**src/rtl/phy_bringup_pkg.sv**
```systemverilog
package phy_bringup_pkg;

  localparam int ADDR_W    = 5;
  localparam int DATA_W    = 16;
  localparam int PRE_BITS  = 32;
  localparam int HDR_BITS  = 14;
  localparam int TA_BITS   = 2;
  localparam int DRV_END   = PRE_BITS + HDR_BITS;          // first released bit
  localparam int DATA_BEG  = DRV_END + TA_BITS;            // first data bit
  localparam int FRAME_END = DATA_BEG + DATA_W;            // bits in a read frame
  localparam logic [ADDR_W-1:0] ID_REG = 5'd2;

  typedef enum logic [2:0] {
    S_RST, S_SETTLE, S_PRE, S_PROBE, S_SCAN, S_DONE, S_READ, S_FAIL
  } seq_state_t;

  // start 01, read opcode 10, phy address, register address
  function automatic logic [HDR_BITS-1:0] rd_header(input logic [ADDR_W-1:0] phy,
                                                    input logic [ADDR_W-1:0] rg);
    return {2'b01, 2'b10, phy, rg};
  endfunction

  // value on the data line for bit slot idx of a frame
  function automatic logic frame_bit(input logic [5:0] idx, input logic [HDR_BITS-1:0] hdr);
    logic [5:0] k;
    k = 6'(DRV_END - 1) - idx;
    if (idx < 6'(PRE_BITS)) return 1'b1;
    if (idx < 6'(DRV_END))  return hdr[k[3:0]];
    return 1'b1;
  endfunction

  function automatic logic drives_slot(input logic [5:0] idx);
    return idx < 6'(DRV_END);
  endfunction

  function automatic logic id_present(input logic [DATA_W-1:0] v);
    return v != {DATA_W{1'b1}};
  endfunction

endpackage

```
**src/rtl/mdc_tick.sv**
```systemverilog
module mdc_tick #(
  parameter int CLK_HALF = 20
) (
  input  logic clk,
  input  logic rst_n,
  input  logic en_i,
  output logic mdc_o,
  output logic rise_o,
  output logic fall_o
);
  localparam int CW = $clog2(CLK_HALF + 1);

  logic [CW-1:0] cnt_q;
  logic          mdc_q;
  logic          wrap;

  assign wrap   = en_i && (cnt_q == CW'(CLK_HALF - 1));
  assign rise_o = wrap && !mdc_q;
  assign fall_o = wrap && mdc_q;
  assign mdc_o  = mdc_q;

  always_ff @(posedge clk or negedge rst_n) begin
    if (!rst_n) begin
      cnt_q <= '0;
      mdc_q <= 1'b0;
    end else if (!en_i) begin
      cnt_q <= '0;
      mdc_q <= 1'b0;
    end else if (wrap) begin
      cnt_q <= '0;
      mdc_q <= ~mdc_q;
    end else begin
      cnt_q <= cnt_q + 1'b1;
    end
  end


  mdc_park_chk: assert property (@(posedge clk) disable iff (!rst_n)
    !en_i |=> !mdc_o);

endmodule

```
**src/rtl/mdio_rd_frame.sv**
```systemverilog
module mdio_rd_frame
  import phy_bringup_pkg::*;
#(
  parameter int CLK_HALF = 20
) (
  input  logic              clk,
  input  logic              rst_n,
  input  logic              start_i,
  input  logic              abort_i,
  input  logic              pre_only_i,
  input  logic [ADDR_W-1:0] phy_i,
  input  logic [ADDR_W-1:0] reg_i,
  input  logic              mdio_i,
  output logic              mdc_o,
  output logic              mdio_o,
  output logic              mdio_oe_o,
  output logic              busy_o,
  output logic              done_o,
  output logic [DATA_W-1:0] rdata_o
);
  logic                busy_q, done_q;
  logic [5:0]          idx_q, last_q;
  logic [HDR_BITS-1:0] hdr_q;
  logic [DATA_W-1:0]   sh_q, rdata_q;
  logic                rise_ev, fall_ev;

  mdc_tick #(.CLK_HALF(CLK_HALF)) u_tick (
    .clk    (clk),
    .rst_n  (rst_n),
    .en_i   (busy_q & ~abort_i),
    .mdc_o  (mdc_o),
    .rise_o (rise_ev),
    .fall_o (fall_ev)
  );

  always_ff @(posedge clk or negedge rst_n) begin
    if (!rst_n) begin
      busy_q  <= 1'b0;
      done_q  <= 1'b0;
      idx_q   <= '0;
      last_q  <= '0;
      hdr_q   <= '0;
      sh_q    <= '0;
      rdata_q <= '0;
    end else begin
      done_q <= 1'b0;
      if (abort_i) begin
        busy_q <= 1'b0;
      end else if (!busy_q) begin
        if (start_i) begin
          busy_q <= 1'b1;
          idx_q  <= '0;
          last_q <= pre_only_i ? 6'(PRE_BITS - 1) : 6'(FRAME_END - 1);
          hdr_q  <= rd_header(phy_i, reg_i);
        end
      end else begin
        if (rise_ev && idx_q >= 6'(DATA_BEG))
          sh_q <= {sh_q[DATA_W-2:0], mdio_i};
        if (fall_ev) begin
          if (idx_q == last_q) begin
            busy_q  <= 1'b0;
            done_q  <= 1'b1;
            rdata_q <= sh_q;
          end else begin
            idx_q <= idx_q + 1'b1;
          end
        end
      end
    end
  end

  assign mdio_oe_o = busy_q && drives_slot(idx_q);
  assign mdio_o    = mdio_oe_o ? frame_bit(idx_q, hdr_q) : 1'b1;
  assign busy_o    = busy_q;
  assign done_o    = done_q;
  assign rdata_o   = rdata_q;


  drive_stable_chk: assert property (@(posedge clk) disable iff (!rst_n)
    busy_q && mdc_o |-> $stable(mdio_o) && $stable(mdio_oe_o));

endmodule

```
**src/rtl/phy_bringup_seq.sv**
```systemverilog
module phy_bringup_seq
  import phy_bringup_pkg::*;
#(
  parameter int                CLK_HALF      = 20,
  parameter int                RST_CYCLES    = 300000,
  parameter int                SETTLE_CYCLES = 20000,
  parameter logic [ADDR_W-1:0] EXPECT_ADDR   = 5'd0,
  parameter int                MAX_RETRY     = 2
) (
  input  logic              clk,
  input  logic              rst_n,
  input  logic              req_reset_i,
  input  logic              rd_req_i,
  input  logic [ADDR_W-1:0] rd_phy_i,
  input  logic [ADDR_W-1:0] rd_reg_i,
  output logic              phy_rst_n_o,
  output logic              mdc_o,
  output logic              mdio_o,
  output logic              mdio_oe_o,
  input  logic              mdio_i,
  output logic              done_o,
  output logic              fail_o,
  output logic [ADDR_W-1:0] phy_addr_o,
  output logic [15:0]       phy_id_o,
  output logic              rd_ack_o,
  output logic [15:0]       rd_data_o
);
  localparam int TMAX = (RST_CYCLES > SETTLE_CYCLES) ? RST_CYCLES : SETTLE_CYCLES;
  localparam int TW   = $clog2(TMAX + 1);
  localparam int RW   = $clog2(MAX_RETRY + 2);

  seq_state_t        state_q;
  logic [TW-1:0]     tmr_q;
  logic [RW-1:0]     retry_q;
  logic              launched_q, up_q, ack_q;
  logic [ADDR_W-1:0] tgt_phy_q, tgt_reg_q, addr_q;
  logic [DATA_W-1:0] id_q, rd_q;

  logic              frm_start, frm_busy, frm_done, in_frame;
  logic [DATA_W-1:0] frm_data;

  assign in_frame  = (state_q == S_PRE) || (state_q == S_PROBE) ||
                     (state_q == S_SCAN) || (state_q == S_READ);
  assign frm_start = in_frame && !launched_q && !req_reset_i;

  mdio_rd_frame #(.CLK_HALF(CLK_HALF)) u_frame (
    .clk        (clk),
    .rst_n      (rst_n),
    .start_i    (frm_start),
    .abort_i    (req_reset_i),
    .pre_only_i (state_q == S_PRE),
    .phy_i      (tgt_phy_q),
    .reg_i      (tgt_reg_q),
    .mdio_i     (mdio_i),
    .mdc_o      (mdc_o),
    .mdio_o     (mdio_o),
    .mdio_oe_o  (mdio_oe_o),
    .busy_o     (frm_busy),
    .done_o     (frm_done),
    .rdata_o    (frm_data)
  );

  always_ff @(posedge clk or negedge rst_n) begin
    if (!rst_n) begin
      state_q    <= S_RST;
      tmr_q      <= '0;
      retry_q    <= '0;
      launched_q <= 1'b0;
      up_q       <= 1'b0;
      ack_q      <= 1'b0;
      tgt_phy_q  <= '0;
      tgt_reg_q  <= ID_REG;
      addr_q     <= '0;
      id_q       <= '0;
      rd_q       <= '0;
    end else begin
      ack_q <= 1'b0;
      if (req_reset_i) begin
        state_q    <= S_RST;
        tmr_q      <= '0;
        retry_q    <= '0;
        launched_q <= 1'b0;
        up_q       <= 1'b0;
        addr_q     <= '0;
        id_q       <= '0;
      end else begin
        case (state_q)
          S_RST: begin
            if (tmr_q == TW'(RST_CYCLES - 1)) begin
              tmr_q   <= '0;
              state_q <= S_SETTLE;
            end else tmr_q <= tmr_q + 1'b1;
          end
          S_SETTLE: begin
            if (tmr_q == TW'(SETTLE_CYCLES - 1)) begin
              tmr_q   <= '0;
              state_q <= S_PRE;
            end else tmr_q <= tmr_q + 1'b1;
          end
          S_DONE: begin
            if (rd_req_i) begin
              tgt_phy_q <= rd_phy_i;
              tgt_reg_q <= rd_reg_i;
              state_q   <= S_READ;
            end
          end
          S_FAIL: ;
          default: begin
            if (!launched_q) launched_q <= 1'b1;
            else if (frm_done) begin
              launched_q <= 1'b0;
              case (state_q)
                S_PRE: begin
                  tgt_phy_q <= EXPECT_ADDR;
                  tgt_reg_q <= ID_REG;
                  state_q   <= S_PROBE;
                end
                S_READ: begin
                  rd_q    <= frm_data;
                  ack_q   <= 1'b1;
                  state_q <= S_DONE;
                end
                default: begin
                  if (id_present(frm_data)) begin
                    addr_q  <= tgt_phy_q;
                    id_q    <= frm_data;
                    up_q    <= 1'b1;
                    state_q <= S_DONE;
                  end else if (state_q == S_PROBE) begin
                    tgt_phy_q <= '0;
                    state_q   <= S_SCAN;
                  end else if (tgt_phy_q != {ADDR_W{1'b1}}) begin
                    tgt_phy_q <= tgt_phy_q + 1'b1;
                  end else if (retry_q < RW'(MAX_RETRY)) begin
                    retry_q <= retry_q + 1'b1;
                    tmr_q   <= '0;
                    state_q <= S_RST;
                  end else begin
                    state_q <= S_FAIL;
                  end
                end
              endcase
            end
          end
        endcase
      end
    end
  end

  assign phy_rst_n_o = (state_q != S_RST);
  assign done_o      = up_q;
  assign fail_o      = (state_q == S_FAIL);
  assign phy_addr_o  = addr_q;
  assign phy_id_o    = id_q;
  assign rd_ack_o    = ack_q;
  assign rd_data_o   = rd_q;


  rst_len_chk: assert property (@(posedge clk) disable iff (!rst_n)
    $rose(phy_rst_n_o) |-> $past(tmr_q) == TW'(RST_CYCLES - 1));

  mdc_idle_low_chk: assert property (@(posedge clk) disable iff (!rst_n)
    !frm_busy |-> !mdc_o);

  rst_quiet_chk: assert property (@(posedge clk) disable iff (!rst_n)
    !phy_rst_n_o |-> !mdc_o && !mdio_oe_o);

  done_fail_excl_chk: assert property (@(posedge clk) disable iff (!rst_n)
    !(done_o && fail_o));

  retry_bound_chk: assert property (@(posedge clk) disable iff (!rst_n)
    retry_q <= RW'(MAX_RETRY));

  rd_ack_chk: assert property (@(posedge clk) disable iff (!rst_n)
    rd_ack_o |-> done_o && $past(state_q == S_READ));

endmodule

```
**config.mk**
```make
export PLATFORM = sky130hd
export DESIGN_NAME = phy_bringup_seq
export DESIGN_NICKNAME = d
export VERILOG_FILES = /design/src/rtl/phy_bringup_pkg.sv /design/src/rtl/mdc_tick.sv /design/src/rtl/mdio_rd_frame.sv /design/src/rtl/phy_bringup_seq.sv
export SDC_FILE = /design/constraint.sdc
export NUM_CORES = 1
export LEC_CHECK = 0
export ABC_AREA = 1
export BUFFER_PORTS_ARGS = -buffer_cell sky130_fd_sc_hd__buf_2
export CAP_MARGIN = 10
export CORE_MARGIN = 2
export CORE_UTILIZATION = 50
export DETAILED_ROUTE_END_ITERATION = 6
export PLACE_DENSITY = 0.76
export SYNTH_ARGS = -nofsm -noshare
export SYNTH_HDL_FRONTEND = slang
export SYNTH_SLANG_ARGS = --single-unit
```
**constraint.sdc**
```tcl
create_clock -name clk -period 1.8 [get_ports clk]
set_input_delay 0.09 -clock clk [delete_from_list [all_inputs] [get_ports clk]]
set_output_delay 0.09 -clock clk [all_outputs]
set_load 0.01 [all_outputs]
```
==> flow_summary.json, run 1 <==
{
  "port_buffers": 58,
  "synth_seq_cells": 132,
  "holdWs_ns": 0.06918,
  "fillCellCount": 1048,
  "start_kind": "register",
  "syn_area_sq_mm": 0.006317,
  "diodes": 0,
  "firstDrtPassIters": 5,
  "clock.fmax_ghz": 0.5401,
  "tritoncts": "built",
  "rsz0062_at_grt": "true",
  "multi_input_area_sq_mm": 0.002721,
  "grt_pass1_wl_mm": 23.69,
  "p_leak_uw": 0.003686,
  "crit_path_end_kind": "register",
  "violations": "setup timing",
  "synthArstFlopShare_pct": 100.0,
  "ys_warn_count": 0,
  "grt_pass1_vias": 5167,
  "critPathArrivalTime_ns": 2.21,
  "ys_seq_area_share_pct": 52.31,
  "cts_root_buf": "clkbuf_16",
  "setup_viol": 6,
  "grt_overflow": 0,
  "crit_fanout": 8,
  "cts_buffer_depth": 2,
  "synthCells": 779,
  "path_cells": "ha_2 -> nand2_1 -> nor2_1 -> ha_2 -> nand3_2 -> nor3_2 -> nand2_2 -> nand2_4 -> buf_6 -> nand2_4 -> o21ai_2 -> and2_1",
  "syn_area_per_cell_sq_um": 8.110,
  "drt_iter0_drc": 460,
  "synth_cell_type_count": 36,
  "ant_nets": 0,
  "report.final.slew_viol_count": 0,
  "clock_skew_ns": 0.01107,
  "register_area_sq_mm": 0.003311,
  "fin_crit_sh_pct": 102.9,
  "yosysTopAreaCell": "dfrtp_1",
  "start_util_pct": 50.68,
  "cts.sink_count": 132,
  "powerDensity_mw_per_mm2": 1087,
  "synth_edf_count": 0,
  "dieArea_sq_mm": 0.01355,
  "worst_pin_slew_ns": 0.4541,
  "min_path_type": "input pin to register",
  "fin_crit_ns": 1.852,
  "syn-num-nets": 804,
  "grt_antenna_before_repair": 0,
  "fp.dieW_um": 116.4,
  "grt_max_degree": 48,
  "slowest_stage": "dfrtp_1",
  "drc": 0,
  "yosysTopAreaCellShare_pct": 51.89,
  "slew_headroom_pct": 69.72,
  "slowest_delay_ns": 0.35,
  "placed_area_sq_mm": 0.007003,
  "crit_type": "register to register",
  "place_congestion": 0.8682,
  "finalHoldViolCount": 0,
  "vdd_drop_max_uv": 639.4,
  "wirelength_mm": 14.45,
  "syn2layout_area_growth_pct": 25.35,
  "nets": 902,
  "maxCapViolations": 0,
  "drive_gt1_share_pct": 21.46,
  "fin_area_sq_mm": 0.007919,
  "clk_pin_slew_ns": 0.06,
  "insertion_delay_ns": 0.43,
  "htree_levels": 4,
  "cp.required_ns": 2.16,
  "cts_buffers": 17,
  "hpwl_mm": 9.690,
  "power_uw": 8611,
  "io_pins": 59,
  "via_count": 5493,
  "grtUsageTotal_pct": 22.49,
  "status": "finished, violations left",
  "synth.top_cells.by_area": "dfrtp_1, nand2_1, o21ai_0",
  "ys_dominant_reg_cell": "dfrtp_1",
  "num_rows": 41,
  "via_per_inst": 5.172,
  "wl_per_cell_um": 13.61,
  "core_sq_mm": 0.01247,
  "setup_ws_ns": -0.05166,
  "die_h_um": 116.4
}
==> critical path: cells and delay by family, from the launching register on <==
kind | cells | cell delay [ns]
adders and majority gates | 2 | 0.39
AOI/OAI and AO/OA | 1 | 0.11
buffers and inverters | 1 | 0.16
and+or+nand+nor | 8 | 0.77
DFF | 1 | 0.35
==> cell usage in the layout, fill, tap and decap left out, types with 3 or more instances in the layout <==
master	netlist	layout
a21oi_1	14	10
a21oi_2	0	4
buf_12	0	4
buf_2	8	57
buf_4	1	28
buf_6	1	8
clkbuf_1	14	3
clkbuf_16	0	17
clkinv_4	0	3
clkinvlp_4	0	5
dfrtp_1	131	126
dfrtp_2	0	5
dlygate4sd3_1	0	7
ha_1	10	5
ha_4	0	3
inv_1	85	80
inv_2	5	7
nand2_1	205	195
nand2_2	4	11
nand2_4	0	3
nand3_1	35	31
nand3_2	0	4
nand4_1	14	14
nor2_1	70	66
nor2_2	5	8
nor2_4	2	3
nor3_1	6	5
o21a_1	4	4
o21ai_0	128	116
o21ai_1	6	15
o21ai_2	1	4
xor2_1	12	12
==> report_power, final <==
group          switching [uW]  leakage [uW]  internal (uW)
sequential                210       0.00174           3190
combinational            1140       0.00168            656
clock                    1300      0.000273           2120
total                    2640       0.00369           5970
==> per-layer routing <==
layer | share of wire [%] | vias up | GRT usage, %
li1 | - | 2717 | -
met5 | 0 | - | 0
met2 | 49 | 126 | 35.81
met1 | 45 | 2629 | 29.58
met3 | 4.7 | 21 | 5.812
met4 | 1.6 | 0 | 8.968
==> flip-flops by register name (all words and copies together) (netlist names), 2 cells and up <==
name and cells:
state_q 3, u_frame.u_tick.cnt_q 5, rd_data_o 16, phy_id_o 16
u_frame.idx_q 6, u_frame.last_q 2, retry_q 2, tgt_reg_q 5
tmr_q 19, phy_addr_o 5, tgt_phy_q 5, u_frame.hdr_q 10
u_frame.sh_q 16, u_frame.rdata_o 16
==> cell usage after synthesis (2+ instances only) <==
cell	count
o21ai_0	128
xor2_1	12
nor2_1	70
nor4_1	2
o21ai_1	6
clkbuf_1	14
buf_2	8
o211ai_1	2
o21a_1	4
nand2_1	205
ha_1	10
nand4_1	14
nand3_1	35
inv_1	85
dfrtp_1	131
nor3_1	6
inv_2	5
nand2_2	4
a21oi_1	14
nor2_2	5
nor2_4	2
xnor2_1	3
==> logic make-up (layout without fill, tap and decap cells) <==
kind of cell,count (synthesis),in the layout,share of synthesized area (%)
compound gates,161,161,13.41
flops,132,132,52.31
simple gates,346,346,23.03
buf+inv,115,226,7.190
xor+xnor,15,15,2.080
fa+ha+maj,10,10,1.981
==> stage by stage <==
| step | cells | setup slack, ns | utilization [%] | TNS (ns) |
|---|---|---|---|---|
| detailed placement | 1016 | -0.09116 | 56.18 | -0.6041 |
| finish | 1062 | -0.05166 | 63.53 | -0.1565 |
| global placement | 1016 | -0.001421 | 56.18 | -0.001421 |
| floorplan | 779 | 0.03562 | - | 0 |
| global route | 1062 | -0.1497 | 63.53 | -1.856 |
| CTS | 1057 | -0.07935 | 62.03 | -0.1926 |
==> final timing paths <==
path                       slack [ns]               startpoint  cells after the start                       to
max                             -0.05             tgt_phy_q[1]                     12                 tmr_q[5]
min                              0.07              rd_phy_i[3]                      4             tgt_phy_q[3]
max reg2reg                     -0.05             tgt_phy_q[1]                     12                 tmr_q[5]
min reg2reg                      0.47  u_frame.u_tick.cnt_q[0]                      1  u_frame.u_tick.cnt_q[0]
max in group asynchronous        1.02                    rst_n                      3             rd_data_o[2]
min in group asynchronous        0.17                    rst_n                      2             tgt_reg_q[3]
==> area by class of cell <==
type / instances / share of cell area [%]
Clock buffer: 22 / 5.862
Clock inverter: 10 / 1.580
Inverter: 90 / 4.377
Multi-Input combinational cell: 532 / 34.37
Sequential cell: 132 / 41.81
Tap cell: 172 / 2.718
Timing Repair Buffer: 104 / 9.291
==> what timing repair did <==
action | CTS | global route
pin swaps | 4 | 16
gates resized for setup | 23 | 48
setup buffers | 1 | 5
gates cloned | 1 | 0
endpoints found under the hold margin | 120 | 0
hold buffers | 7 | 0
endpoints found under the setup margin | 12 | 64
No activity file was read; power rests on OpenSTA's default activity.
==> inputs of run 2 (changes only) <==
- ABC_CLOCK_PERIOD_IN_PS: unset -> 1800
- MAX_ROUTING_LAYER: unset -> met4
==> flow_summary.json, run 2 (synthesis results as in run 1) <==
{
  "diodes": 0,
  "io_pins": 59,
  "cts_root_buf": "clkbuf_16",
  "drc": 0,
  "num_rows": 41,
  "finalHoldViolCount": 0,
  "final_cell_mix": "nand2_1, dfrtp_1, o21ai_0",
  "cts_buffers": 17,
  "multi_input_area_sq_mm": 0.002721,
  "grt_antenna_before_repair": 0,
  "firstDrtPassIters": 5,
  "port_buffers": 58,
  "start_kind": "register",
  "fp.dieW_um": 116.4,
  "vdd_drop_max_uv": 635.5,
  "min_path_type": "input pin to register",
  "wl_per_cell_um": 13.59,
  "setup_ws_ns": -0.05045,
  "slew_headroom_pct": 69.62,
  "grt_pass1_wl_mm": 23.71,
  "cts_buffer_depth": 2,
  "switchingPower_uw": 2640,
  "hpwl_mm": 9.690,
  "place_congestion": 0.8824,
  "p_seq_share_pct": 39.5,
  "ant_nets": 0,
  "maxCapViolations": 0,
  "setup_viol": 6,
  "wirelength_mm": 14.44,
  "drt_iter0_drc": 465,
  "via_per_inst": 5.180,
  "crit_path_end_kind": "register",
  "powerDensity_mw_per_mm2": 1087,
  "combPwrFrac_pct": 20.8,
  "regMostFlops": "tmr_q",
  "report.final.slew_viol_count": 0,
  "tritoncts": "built",
  "critPathArrivalTime_ns": 2.21,
  "clock.fmax_ghz": 0.5404,
  "violations": "setup timing",
  "power_uw": 8609,
  "internal_power_uw": 5969,
  "grtUsageTotal_pct": 23.23,
  "status": "finished, violations left",
  "crit_fanout": 8,
  "syn2layout_area_growth_pct": 25.35,
  "grt_pass1_vias": 5168,
  "swShare_pct": 30.66,
  "dp_slack_ns": -0.09116,
  "crit_type": "register to register",
  "cts.sink_count": 132,
  "worst_pin_slew_ns": 0.4557,
  "dieArea_sq_mm": 0.01355,
  "htree_levels": 4,
  "largest_reg_flops": 19,
  "start_util_pct": 50.68,
  "drive_gt1_share_pct": 21.46,
  "grt_max_degree": 48,
  "fin_crit_sh_pct": 102.8,
  "insertion_delay_ns": 0.42,
  "fillCellCount": 1048,
  "die_h_um": 116.4,
  "grt_overflow": 0,
  "clockPowerShare_pct": 39.6,
  "rsz0062_at_grt": "true",
  "register_area_sq_mm": 0.003311,
  "clk_pin_slew_ns": 0.06,
  "p_leak_uw": 0.003686,
  "fin_crit_ns": 1.850,
  "cp.required_ns": 2.16,
  "core_sq_mm": 0.01247,
  "nets": 902,
  "clock_skew_ns": 0.008423,
  "via_count": 5501,
  "final_common_cell": "nand2_1"
}
[run 2: cell counts in the layout (fill, tap and decap cells not counted)]
Identical to the previous run, type by type.
[run 2: worst paths after layout]
kind,start,to,slack [ns],depth (start not counted)
worst max register to register,tgt_phy_q[0],tmr_q[5],-0.05,12
worst max-delay path,tgt_phy_q[0],tmr_q[5],-0.05,12
worst min-delay path,rd_phy_i[3],tgt_phy_q[3],0.07,4
min in group asynchronous,rst_n,tgt_reg_q[3],0.17,2
max in group asynchronous,rst_n,rd_data_o[2],1.01,3
worst min register to register,u_frame.u_tick.cnt_q[0],u_frame.u_tick.cnt_q[0],0.47,1
[run 2: per-layer routing]
metal	share of wire, %	track usage (%)
met2	48	35.85
met4	1.8	9.206
met1	45	29.58
met3	4.8	5.812
met5	0	-
[run 2: through the flow]
step	cell area (sq um)	utilization (%)	TNS [ns]	hold slack [ns]	std cells
global placement	7003	56.18	-0.001421	0.04889	1016
finish	7919	63.53	-0.1596	0.06921	1062
floorplan	6319	-	0	-0.2056	779
detailed placement	7003	56.18	-0.6041	0.05097	1016
global route	7919	63.53	-1.878	0.09127	1062
CTS	7732	62.03	-0.1926	0.05525	1057
[run 2: power by group through the flow]
stage	Clock [uW]	Combinational [uW]	Sequential [uW]
after floorplan	0	1010	3400
after global placement	0	1520	3420
after detailed placement	0	1540	3430
after CTS	3460	1640	3370
after global routing	3610	2030	3430
final	3410	1790	3400
[run 2: worst max-delay path, cell delays in order, from the launching register on]
cell and delay (ns):
dfrtp_1 0.35, ha_2 0.18, nand2_1 0.05, nor2_1 0.10
ha_2 0.21, nand3_2 0.07, nor3_2 0.13, nand2_2 0.11
nand2_4 0.12, buf_6 0.16, nand2_4 0.06, o21ai_2 0.11
and2_1 0.13
[run 2: area by class of cell]
cell class / instances / area share [%]
clock inverters: 10 / 1.580
inverters: 90 / 4.377
repair buffers: 104 / 9.291
well taps: 172 / 2.718
flip-flops and latches: 132 / 41.81
clock buffers: 22 / 5.862
multi-input cells: 532 / 34.37
[run 2: what timing repair did]
item	in CTS	in global routing
hold buffers	7	0
gates resized for setup	23	48
pin swaps	4	16
endpoints found under the hold margin	120	0
cloned	1	0
buffers inserted	1	5
setup endpoints to repair	12	64
==> inputs of run 3 (changes only) <==
- BUFFER_PORTS_ARGS: -buffer_cell sky130_fd_sc_hd__buf_2 -> -buffer_cell sky130_fd_sc_hd__clkbuf_2
- CORE_ASPECT_RATIO: unset -> 1.75
==> flow_summary.json, run 3 (synthesis results as in run 1) <==
{
  "grt_overflow": 0,
  "r2r-end": "tmr_q[5]",
  "grt_max_degree": 69,
  "status": "finished, violations left",
  "cts_buffers": 17,
  "insertion_delay_ns": 0.43,
  "cts.sink_count": 132,
  "syn2layout_area_growth_pct": 27.93,
  "path_cells": "ha_2 -> nand2_1 -> nor2_1 -> ha_2 -> nand3_2 -> nor3_2 -> nand2_2 -> nand2_4 -> buf_4 -> nand2_1 -> o21ai_0 -> and2_1",
  "regMostFlops": "tmr_q",
  "register_area_sq_mm": 0.003307,
  "num_rows": 54,
  "worst_pin_slew_ns": 0.4993,
  "r2r-start": "tgt_phy_q[0]",
  "setup_tns_ns": -0.5432,
  "wirelength_mm": 16.33,
  "final_cell_mix": "nand2_1, dfrtp_1, o21ai_0",
  "rsz0062_at_grt": "true",
  "hold_end": "tgt_phy_q[2]",
  "largest_reg_flops": 19,
  "hpwl_mm": 10.43,
  "highest_layer": "met4",
  "place_congestion": 0.9373,
  "nets": 916,
  "crit_type": "register to register",
  "final_common_cell": "nand2_1",
  "swShare_pct": 33.95,
  "io_pins": 59,
  "drive_gt1_share_pct": 23.34,
  "switchingPower_uw": 2957,
  "fin_crit_sh_pct": 104.7,
  "clockPowerShare_pct": 38.2,
  "fp.dieW_um": 88.97,
  "firstDrtPassIters": 5,
  "vdd_drop_max_uv": 754.8,
  "htree_levels": 4,
  "core_sq_mm": 0.01243,
  "routed-wl-met3_um": 590,
  "finalHoldViolCount": 0,
  "wl_per_cell_um": 15.24,
  "grtUsageTotal_pct": 24.60,
  "cts_buffer_depth": 2,
  "drc": 0,
  "fin_crit_ns": 1.885,
  "r2r_slack_ns": -0.09,
  "slowest_stage": "dfrtp_1",
  "cp.required_ns": 2.16,
  "clock.fmax_ghz": 0.5304,
  "maxCapViolations": 0,
  "via_count": 5731,
  "dp_slack_ns": -0.05991,
  "internal_power_uw": 5752,
  "via_per_inst": 5.346,
  "clk_pin_slew_ns": 0.06,
  "fillCellCount": 1059,
  "worstHoldStart": "rd_phy_i[2]",
  "powerDensity_mw_per_mm2": 1078,
  "grt_pass1_wl_mm": 25.42,
  "r2r_cells": 12,
  "combPwrFrac_pct": 23.0,
  "wl_met2_mm": 9.184,
  "multi_input_area_sq_mm": 0.002755,
  "port_buffers": 58,
  "drt-met1-wl_mm": 6.108,
  "start_util_pct": 50.82,
  "cts_root_buf": "clkbuf_16",
  "holdPathStages": 4,
  "slew_headroom_pct": 66.40,
  "min_path_type": "input pin to register",
  "die_h_um": 152.7,
  "setup_viol": 15,
  "grt_antenna_before_repair": 0,
  "p_leak_uw": 0.003741,
  "violations": "setup timing",
  "tritoncts": "built",
  "report.final.slew_viol_count": 0,
  "clock_skew_ns": 0.008626,
  "drt_iter0_drc": 353,
  "dieArea_sq_mm": 0.01359,
  "setup_ws_ns": -0.08530,
  "crit_family": "simple AND/OR/NAND/NOR gates",
  "crit_path_end_kind": "register",
  "crit_buf_inv": 1,
  "slowest_delay_ns": 0.36,
  "diodes": 0,
  "crit_fanout": 6,
  "critPathArrivalTime_ns": 2.25,
  "p_seq_share_pct": 38.9,
  "ant_nets": 0,
  "start_kind": "register",
  "grt_pass1_vias": 5592
}
run 3: cell types whose count changed in the layout (fill, tap and decap cells not counted), moves of 4 or more:
cell,delta
buf_4,+7
buf_2,-56
clkbuf_2,+56
nand2_2,-4
inv_6,+7
run 3: tightest hold or removal path, delay by kind of cell:
kind                   cells  cell delay [ns]
AO/OA/AOI/OAI              2             0.18
AND/OR/NAND/NOR            1             0.07
buffers and inverters      1             0.08
run 3: worst max-delay path by stage:
stage | depth (start not counted) | startpoint | endpoint
after floorplan | 12 | tgt_phy_q[0] | tmr_q[8]
after global placement | 11 | tgt_phy_q[0] | tmr_q[11]
after detailed placement | 11 | tgt_phy_q[1] | tmr_q[15]
after CTS | 7 | u_frame.idx_q[1] | mdio_o
after global routing | 12 | tgt_phy_q[0] | tmr_q[9]
final | 12 | tgt_phy_q[0] | tmr_q[5]
run 3: area by class of cell:
type	instances	share of cell area (%)
clock inverters	15	1.750
inverters	90	4.320
flip-flops and latches	132	40.92
clock buffers	17	5.264
multi-input cells	532	34.09
repair inverters	3	0.2787
repair buffers	115	10.78
well taps	168	2.601
run 3: per-stage QoR:
stage	instances	hold WS (ns)	total power, uW	utilization, %	cell area, sq um
2_1_floorplan	779	-0.2056	4412	-	6319
3_3_place_gp	1015	0.1332	5009	56.64	7042
3_5_place_dp	1015	0.1295	5032	56.64	7042
4_1_cts	1058	0.01873	8419	62.60	7782
5_1_grt	1072	0.04995	9109	65.01	8082
6_report	1072	0.02922	8709	65.01	8082
run 3: timing repair:
action | in CTS | in global routing
endpoints found under the hold margin | 137 | 0
gates cloned | 1 | 4
hold buffers | 7 | 0
buffers inserted | 3 | 10
pin swaps | 6 | 16
resized for setup | 19 | 70
endpoints found under the setup margin | 9 | 73
run 3: power by group through the flow:
stage	clock, uW	sequential [uW]	combinational, uW
after floorplan	0	3400	1010
after global placement	0	3410	1600
after detailed placement	0	3420	1610
after CTS	3350	3370	1700
after global routing	3490	3410	2210
final	3320	3380	2000
run 3: per-layer routing:
metal	global-route usage [%]	vias to the layer above
met2	44.17	166
met4	10.23	0
met1	25.31	2778
met3	4.659	40
li1	-	2747
met5	-	-
